[src/rtl/eep_pkg.sv]
package eep_pkg;
  localparam int LA_W  = 13;  // widest logical byte address
  localparam int CYC_W = 6;   // bit-cycle counter, largest value 35

  typedef enum logic [1:0] {
    EM_TINY = 2'd0,
    EM_A8   = 2'd1,
    EM_A16  = 2'd2,
    EM_A16B = 2'd3
  } eep_mode_e;

  typedef struct packed {
    logic start;
    logic stop;
    logic rise;
    logic fall;
    logic sda;
  } eep_evt_t;

  function automatic logic is_ack_cyc(input logic [CYC_W-1:0] c);
    return (c == CYC_W'(9)) || (c == CYC_W'(18)) || (c == CYC_W'(27));
  endfunction
endpackage

[src/rtl/eep_edge.sv]
module eep_edge
  import eep_pkg::*;
(
  input  logic     clk,
  input  logic     rst_n,
  input  logic     scl,
  input  logic     sda,
  output eep_evt_t evt,
  output logic     sda_last
);
  logic scl_q, sda_q;

  always_ff @(posedge clk) begin
    if (!rst_n) begin
      scl_q <= 1'b1;
      sda_q <= 1'b1;
    end else begin
      scl_q <= scl;
      sda_q <= sda;
    end
  end

  always_comb begin
    evt.start = scl_q & scl & sda_q & ~sda;
    evt.stop  = scl_q & scl & ~sda_q & sda;
    evt.rise  = ~scl_q & scl;
    evt.fall  = scl_q & ~scl;
    evt.sda   = sda;
  end

  assign sda_last = sda_q;

  // a start and a stop can never fire together
  a_r2_start_stop_excl: assert property (@(posedge clk) disable iff (!rst_n)
    !(evt.start && evt.stop));
endmodule

[src/rtl/eep_seq.sv]
module eep_seq
  import eep_pkg::*;
#(
  parameter int MEM_AW = 8
) (
  input  logic              clk,
  input  logic              rst_n,
  input  eep_evt_t          evt,
  input  logic [1:0]        mode_in,
  output logic              started,
  output logic [CYC_W-1:0]  cyc,
  output logic              rd_flag,
  output logic [MEM_AW-1:0] mem_idx,
  output logic              wr_en,
  output logic              wr_bit
);
  eep_mode_e        mode_q;
  logic [LA_W-1:0]  addr, addr_n;
  logic [7:0]       dev, dev_n;
  logic [CYC_W-1:0] cyc_n, nx;
  logic             tiny, wide16, data_zone;

  assign tiny   = (mode_q == EM_TINY);
  assign wide16 = mode_q[1];
  assign nx     = cyc + CYC_W'(1);

  always_comb begin
    rd_flag = tiny ? addr[0] : dev[0];
    if (tiny) mem_idx = MEM_AW'(addr[7:1]);
    else      mem_idx = addr[MEM_AW-1:0];
    data_zone = wide16 ? (cyc > CYC_W'(27)) : (cyc > CYC_W'(18));
  end

  // next-state of counter, address and device byte
  always_comb begin
    cyc_n  = cyc;
    addr_n = addr;
    dev_n  = dev;
    wr_en  = 1'b0;
    wr_bit = evt.sda;
    if (started && evt.rise) begin
      if (tiny) begin
        if (nx == CYC_W'(18)) begin
          cyc_n = CYC_W'(9);
          if (addr[0]) addr_n = {5'b0, addr[7:1] + 7'd1, 1'b1};
        end else begin
          cyc_n = nx;
        end
      end else if (dev[0] && nx == CYC_W'(18)) begin
        cyc_n  = CYC_W'(9);
        addr_n = addr + LA_W'(1);
      end else if (!wide16 && nx == CYC_W'(27)) begin
        cyc_n = CYC_W'(18);
      end else if (nx == CYC_W'(36)) begin
        cyc_n = CYC_W'(27);
      end else begin
        cyc_n = nx;
      end
    end else if (started && evt.fall) begin
      if (tiny) begin
        if (cyc == CYC_W'(9)) begin
          cyc_n = cyc;
        end else if (cyc > CYC_W'(9)) begin
          if (!addr[0]) begin
            wr_en = 1'b1;
            if (cyc == CYC_W'(17)) addr_n[2:1] = addr[2:1] + 2'd1;
          end
        end else begin
          addr_n = {5'b0, addr[6:0], evt.sda};
        end
      end else if (is_ack_cyc(cyc)) begin
        cyc_n = cyc;
      end else if (data_zone) begin
        if (!dev[0]) begin
          wr_en = 1'b1;
          if (cyc == CYC_W'(26) || cyc == CYC_W'(35))
            addr_n[3:0] = addr[3:0] + 4'd1;
        end
      end else if (cyc > CYC_W'(9)) begin
        if (!dev[0]) begin
          if (wide16)
            addr_n = {addr[11:0], evt.sda};
          else if (cyc == CYC_W'(17))
            addr_n = {2'b0, dev[3:1], addr[6:0], evt.sda};
          else
            addr_n = {5'b0, addr[6:0], evt.sda};
        end
      end else begin
        dev_n = {dev[6:0], evt.sda};
      end
    end
  end

  always_ff @(posedge clk) begin
    if (!rst_n) begin
      started <= 1'b0;
      cyc     <= '0;
      addr    <= '0;
      dev     <= '0;
      mode_q  <= EM_TINY;
    end else begin
      if (!started) mode_q <= eep_mode_e'(mode_in);
      addr <= addr_n;
      dev  <= dev_n;
      if (evt.start) begin
        started <= 1'b1;
        cyc     <= '0;
      end else if (evt.stop) begin
        started <= 1'b0;
      end else begin
        cyc <= cyc_n;
      end
    end
  end

  a_r13_no_write_idle: assert property (@(posedge clk) disable iff (!rst_n)
    !started |-> !wr_en);
  a_r5_tiny_cyc_bound: assert property (@(posedge clk) disable iff (!rst_n)
    (started && tiny) |-> (cyc <= CYC_W'(17)));
  a_r9_cyc_bound: assert property (@(posedge clk) disable iff (!rst_n)
    cyc <= CYC_W'(35));
  a_r2_start_clears: assert property (@(posedge clk) disable iff (!rst_n)
    evt.start |=> (started && cyc == '0));
  a_r3_stop_closes: assert property (@(posedge clk) disable iff (!rst_n)
    (evt.stop && !evt.start) |=> !started);
  a_r4_mode_held: assert property (@(posedge clk) disable iff (!rst_n)
    (started && $past(started)) |-> $stable(mode_q));
  a_r11_read_wrap: assert property (@(posedge clk) disable iff (!rst_n)
    (started && !tiny && dev[0]) |-> (cyc <= CYC_W'(17)));
endmodule

[src/rtl/eep_mem.sv]
module eep_mem #(
  parameter int MEM_AW = 8
) (
  input  logic              clk,
  input  logic              rst_n,
  input  logic              wr_en,
  input  logic              wr_bit,
  input  logic [MEM_AW-1:0] idx,
  output logic [7:0]        rd_byte
);
  localparam int DEPTH = 1 << MEM_AW;

  logic [7:0] mem [DEPTH];

  // bits shift in LSB-side, so eight falling edges leave the whole byte in place
  always_ff @(posedge clk) begin
    if (!rst_n) begin
      for (int i = 0; i < DEPTH; i++) mem[i] <= 8'h00;
    end else if (wr_en) begin
      mem[idx] <= {mem[idx][6:0], wr_bit};
    end
  end

  assign rd_byte = mem[idx];

  // the shifted byte keeps its older bits
  a_r13_shift_keeps: assert property (@(posedge clk) disable iff (!rst_n)
    $past(wr_en) && $stable(idx) |-> (mem[idx][7:1] == $past(mem[idx][6:0])));
endmodule

[src/rtl/two_wire_eeprom.sv]
module two_wire_eeprom
  import eep_pkg::*;
#(
  parameter int MEM_AW = 8
) (
  input  logic       clk,
  input  logic       rst_n,
  input  logic       scl_in,
  input  logic       sda_in,
  input  logic [1:0] mode,
  output logic       sda_out
);
  eep_evt_t          evt;
  logic              sda_last, started, rd_flag, wr_en, wr_bit;
  logic [CYC_W-1:0]  cyc;
  logic [MEM_AW-1:0] mem_idx;
  logic [7:0]        rd_byte;
  logic [CYC_W-1:0]  bit_pos;
  logic              in_data;

  eep_edge u_edge (
    .clk(clk), .rst_n(rst_n), .scl(scl_in), .sda(sda_in),
    .evt(evt), .sda_last(sda_last)
  );

  eep_seq #(.MEM_AW(MEM_AW)) u_seq (
    .clk(clk), .rst_n(rst_n), .evt(evt), .mode_in(mode),
    .started(started), .cyc(cyc), .rd_flag(rd_flag),
    .mem_idx(mem_idx), .wr_en(wr_en), .wr_bit(wr_bit)
  );

  eep_mem #(.MEM_AW(MEM_AW)) u_mem (
    .clk(clk), .rst_n(rst_n), .wr_en(wr_en), .wr_bit(wr_bit),
    .idx(mem_idx), .rd_byte(rd_byte)
  );

  assign bit_pos = CYC_W'(17) - cyc;
  assign in_data = started && rd_flag && (cyc >= CYC_W'(10)) && (cyc <= CYC_W'(17));

  always_comb begin
    if (started && is_ack_cyc(cyc)) sda_out = 1'b0;
    else if (in_data)               sda_out = rd_byte[bit_pos[2:0]];
    else                            sda_out = sda_last;
  end

  // with no transaction open the output repeats the last sampled level
  a_r3_idle_echo: assert property (@(posedge clk) disable iff (!rst_n)
    !started |-> (sda_out == $past(sda_in)));
endmodule

[config.mk]
export PLATFORM = sky130hd
export DESIGN_NAME = two_wire_eeprom
export DESIGN_NICKNAME = d
export VERILOG_FILES = /design/src/rtl/eep_pkg.sv /design/src/rtl/eep_edge.sv /design/src/rtl/eep_seq.sv /design/src/rtl/eep_mem.sv /design/src/rtl/two_wire_eeprom.sv
export SDC_FILE = /design/constraint.sdc
export NUM_CORES = 2
export LEC_CHECK = 0
export BUFFER_PORTS_ARGS = -buffer_cell sky130_fd_sc_hd__buf_4
export CORE_AREA = 8 8 592 594
export CTS_CLUSTER_DIAMETER = 120
export DETAILED_ROUTE_END_ITERATION = 12
export DIE_AREA = 0 0 600 602
export PLACE_DENSITY = 0.48
export SKIP_CTS_REPAIR_TIMING = 1
export SYNTH_ARGS = -nofsm -noshare
export SYNTH_HDL_FRONTEND = slang
export SYNTH_SLANG_ARGS = --single-unit
export TNS_END_PERCENT = 5
[constraint.sdc]
create_clock -name clk -period 5 [get_ports clk]
set_clock_uncertainty 0.1 [all_clocks]
set_input_delay 1 -clock clk [delete_from_list [all_inputs] [get_ports clk]]
set_output_delay 1 -clock clk [all_outputs]
set_load 0.005 [all_outputs]
==> summary.md <==
| Metric | Value |
|---|---|
| Routed WL | `355 mm` |
| Die Width | `around 600 um` |
| Clock transition at path regs | `roughly 0.06 ns` |
| Leak Pwr | `0.0368 uW` |
| First-pass GRT wire length | `between 400 and 500 mm` |
| CTS tree | `built` |
| Vias in the first global route | `between 60k and 70k` |
| Slowest cell on crit path | `or4_1` |
| Post-DR vias/cell | `about 5.3` |
| Hold depth | `2` |
| Largest net degree at the start of global routing | `~150` |
| Crit path top cell by count | `buf_12` |
| CORE AREA | `341000 um^2` |
| Synthesized area | `between 90000 and 100000 um^2` |
| Unrepaired setup endpoints after global routing | `yes` |
| Syn. warnings | `0` |
| Final Critical Period | `about 5.9 ns` |
| Tot GR Track Use | `0.184` |
| TritonCTS Buffers | `231` |
| Arrival time worst endpoint | `4.78 ns` |
| DP Area | `101000 um^2` |
| Max cap viols | `0` |
| Fmax | `roughly 170 MHz` |
| Clk buf depth | `4` |
| Status | `finished with violations` |
| R2R depth | `17` |
| Reg2Reg Setup Slack | `approximately 0.050 ns` |
| CP delay by family, top | `compound AO/OA/AOI/OAI gates` |
| IO buf count | `6` |
| Synthesized Nets | `8108` |
| H-Tree Level Count | `4` |
| Total grt overflow | `0` |
| Cell area after layout | `around 110000 um^2` |
| Post-synth EDFFs | `just over 2k` |
| DRT iter0 DRCs | `9606` |
| DR pass1 iterations | `9` |
| Antenna violations before repair | `19` |
| Final period util | `1.18` |
| Worst setup margin | `-0.877 ns` |
| Power Density | `354 nW/um^2` |
| Root Driver | `clkbuf_16` |
| Critical path buffers and inverters | `7` |
| Critical path's largest stage delay | `just over 0.6 ns` |
| CP Depth | `17` |
| Area growth, synth to finish | `20.0%` |
| Setup CP Type | `flip-flop to primary output` |
| Avg Cell Area, Syn | `approximately 11 um^2` |
| Routed Antenna Nets | `0` |
| Synth Instances | `~8.1k` |
| Maximum vdd drop | `about 0.29 mV` |
| Nets | `8402` |
| Pwr Total | `between 30000 and 40000 uW` |
| Routed via count | `70.0k` |
| Post-synth ARST share | `0` |
| Ys flop type | `edfxtp_1` |
| Top-Level Pins | `7` |
| WP data required | `3.90 ns` |
| Die H | `between 600 and 700 um` |
| Worst-Margin Slew | `around 1.3 ns` |
| Finish-stage setup viols | `1` |
| Final hold vios | `0` |
| Starting density of the core | `0.269` |
| Clock latency on the worst-skew pair | `slightly above 0.9 ns` |
| CP endpoint kind | `primary output` |
| Relative slew slack | `0.152` |
| Worst-path fanout max | `7` |
| Core Rows | `215` |
| Register area share after synthesis | `0.675` |
| Worst hold slack | `0.238 ns` |
| DRC | `0` |
| Post-DP HPWL | `~230 mm` |
| Seq cells post-synth | `2068` |
| Layout cells sized above 1 | `0.153` |
| Yosys cell types | `~80` |
| Placer Congestion | `between 0.8 and 0.9` |
| Crit path launch type | `flip-flop` |
| Violated checks | `setup timing` |
| Crit-path cells | `nor2_4 -> buf_12 -> o21ai_4 -> buf_12 -> buf_12 -> buf_4 -> a22oi_1 -> a31oi_1 -> or4_1 -> buf_12 -> a222oi_1 -> buf_4 -> and4_4 -> a311o_1 -> o221ai_2 -> o221a_4 -> buf_4` |
| Filler Cell Count | `approximately 34k` |
| Hold crit path type | `primary input to flip-flop` |
| Max-slew violation count | `0` |
| Pre-CTS WS | `-0.398 ns` |
| Die area | `361000 um^2` |
| WL per Instance | `about 27 um` |
| TritonCTS Sinks | `just over 2k` |
## flip-flops by register name, summed over array words and instances (netlist names)
register         count
u_edge.sda_last      1
u_seq.addr           8
u_seq.cyc            6
u_seq.mode_q         2
u_mem.mem         2048
u_edge.scl_q         1
u_seq.started        1
u_seq.dev            1
## synthesized netlist by cell type, drive strengths merged, types with 10 or more instances
cell / instances / share of area
o21ai: 366 / 0.020
a211oi: 31 / 0.0025
mux2: 19 / 0.0023
nor2: 2124 / 0.087
o21a: 25 / 0.0021
inv: 13 / 0.00053
dfxtp: 20 / 0.0044
nor3: 21 / 0.0011
a221oi: 286 / 0.027
nor4: 23 / 0.0018
a21oi: 55 / 0.0032
a22o: 10 / 0.00096
ha: 10 / 0.0014
a22oi: 191 / 0.016
buf: 484 / 0.029
nand2: 896 / 0.037
nand4: 15 / 0.0010
nand2b: 13 / 0.00091
mux4: 11 / 0.0027
nand3: 622 / 0.034
a311oi: 13 / 0.0012
and3: 27 / 0.0018
mux2i: 37 / 0.0041
o22ai: 152 / 0.010
nor2b: 20 / 0.0014
o41ai: 24 / 0.0023
clkbuf: 242 / 0.0099
edfxtp: 2048 / 0.67
a31oi: 198 / 0.014
## report_power, final
part           switching [uW]  leakage [uW]  internal, uW  total (uW)
combinational            2130        0.0123           673        2810
clock                    7110       0.00343          9240       16300
sequential                211        0.0211         19600       19800
## kinds of logic (layout without fill, tap and decap cells)
| logic type | after synthesis | after routing | synth area share |
|---|---|---|---|
| and+or+nand+nor | 3801 | 3801 | 0.169 |
| DFF | 2068 | 2068 | 0.675 |
| AOI/OAI and AO/OA | 1401 | 1401 | 0.104 |
| xor gates and xnor gates | 5 | 5 | 0.000478 |
| other | 0 | 10 | 0 |
| buffers and inverters | 740 | 1210 | 0.0400 |
| muxes | 67 | 67 | 0.00912 |
| adders and majority gates | 10 | 10 | 0.00137 |
## layer usage
| metal | GRT usage | up-vias | wire length, um |
|---|---|---|---|
| met2 | 0.295 | 3636 | 162000 |
| met5 | 0 | - | 26 |
| li1 | - | 30300 | - |
| met4 | 0.0627 | 4 | 13800 |
| met3 | 0.0333 | 640 | 33000 |
| met1 | 0.251 | 35500 | 146000 |
## layout by cell type (no fill, tap or decap), types with 38 or more instances in the layout
master / n
nand2_1: 892
clkbuf_16: 250
clkinv_1: 52
o21ai_0: 312
a221oi_2: 75
a21oi_1: 52
nand3_1: 620
o22ai_1: 146
a221oi_1: 211
o21ai_1: 38
nor2_1: 2119
buf_4: 619
a22oi_1: 189
clkbuf_1: 61
buf_12: 122
a31oi_1: 192
edfxtp_1: 2048
## layout make-up
cell class	count	area [um^2]	area share
diodes	10	25.0	0.000228
clock buffers	294	6060	0.0551
clock inverters	115	993	0.00904
inverters	14	60.1	0.000546
multi-input cells	5284	27200	0.247
flip-flops and latches	2068	61900	0.563
well taps	4557	5700	0.0519
repair buffers	787	7980	0.0725
## worst register-to-register path, stage by stage (launching register included)
cell and delay [ns]:
dfxtp_4 0.37, buf_4 0.15, o21ai_2 0.13, buf_6 0.14, nand2_8 0.10, buf_12 0.18
buf_4 0.21, clkbuf_16 0.20, nand3_1 0.12, o21ai_0 0.10, a221oi_1 0.28, o22ai_1 0.12
o21a_1 0.31, o41ai_1 0.39, nor4bb_4 0.37, buf_4 0.56, buf_12 0.51, nor2_1 0.30
## stage by stage
stage | utilization | setup TNS [ns] | instances
detailed placement | 0.296 | -99.13 | 12700
floorplan | - | 0 | 8092
global placement | 0.296 | -102.89 | 12700
global route | 0.322 | -0.968 | 13100
CTS | 0.317 | -121.78 | 13100
finish | 0.322 | -0.877 | 13100
## path summary, 6_finish.rpt
kind / from / to
worst max-delay path: u_seq.mode_q[1]$_SDFFE_PN0N_ / sda_out
worst min-delay path: scl_in / u_edge.scl_q$_SDFF_PN1_
worst max register to register: u_seq.mode_q[1]$_SDFFE_PN0N_ / u_mem.mem[208][3]$_SDFFCE_PN0P_
worst min register to register: u_seq.dev[0]$_SDFFE_PN0P_ / u_seq.dev[0]$_SDFFE_PN0P_
No activity file was read; power rests on OpenSTA's default activity.
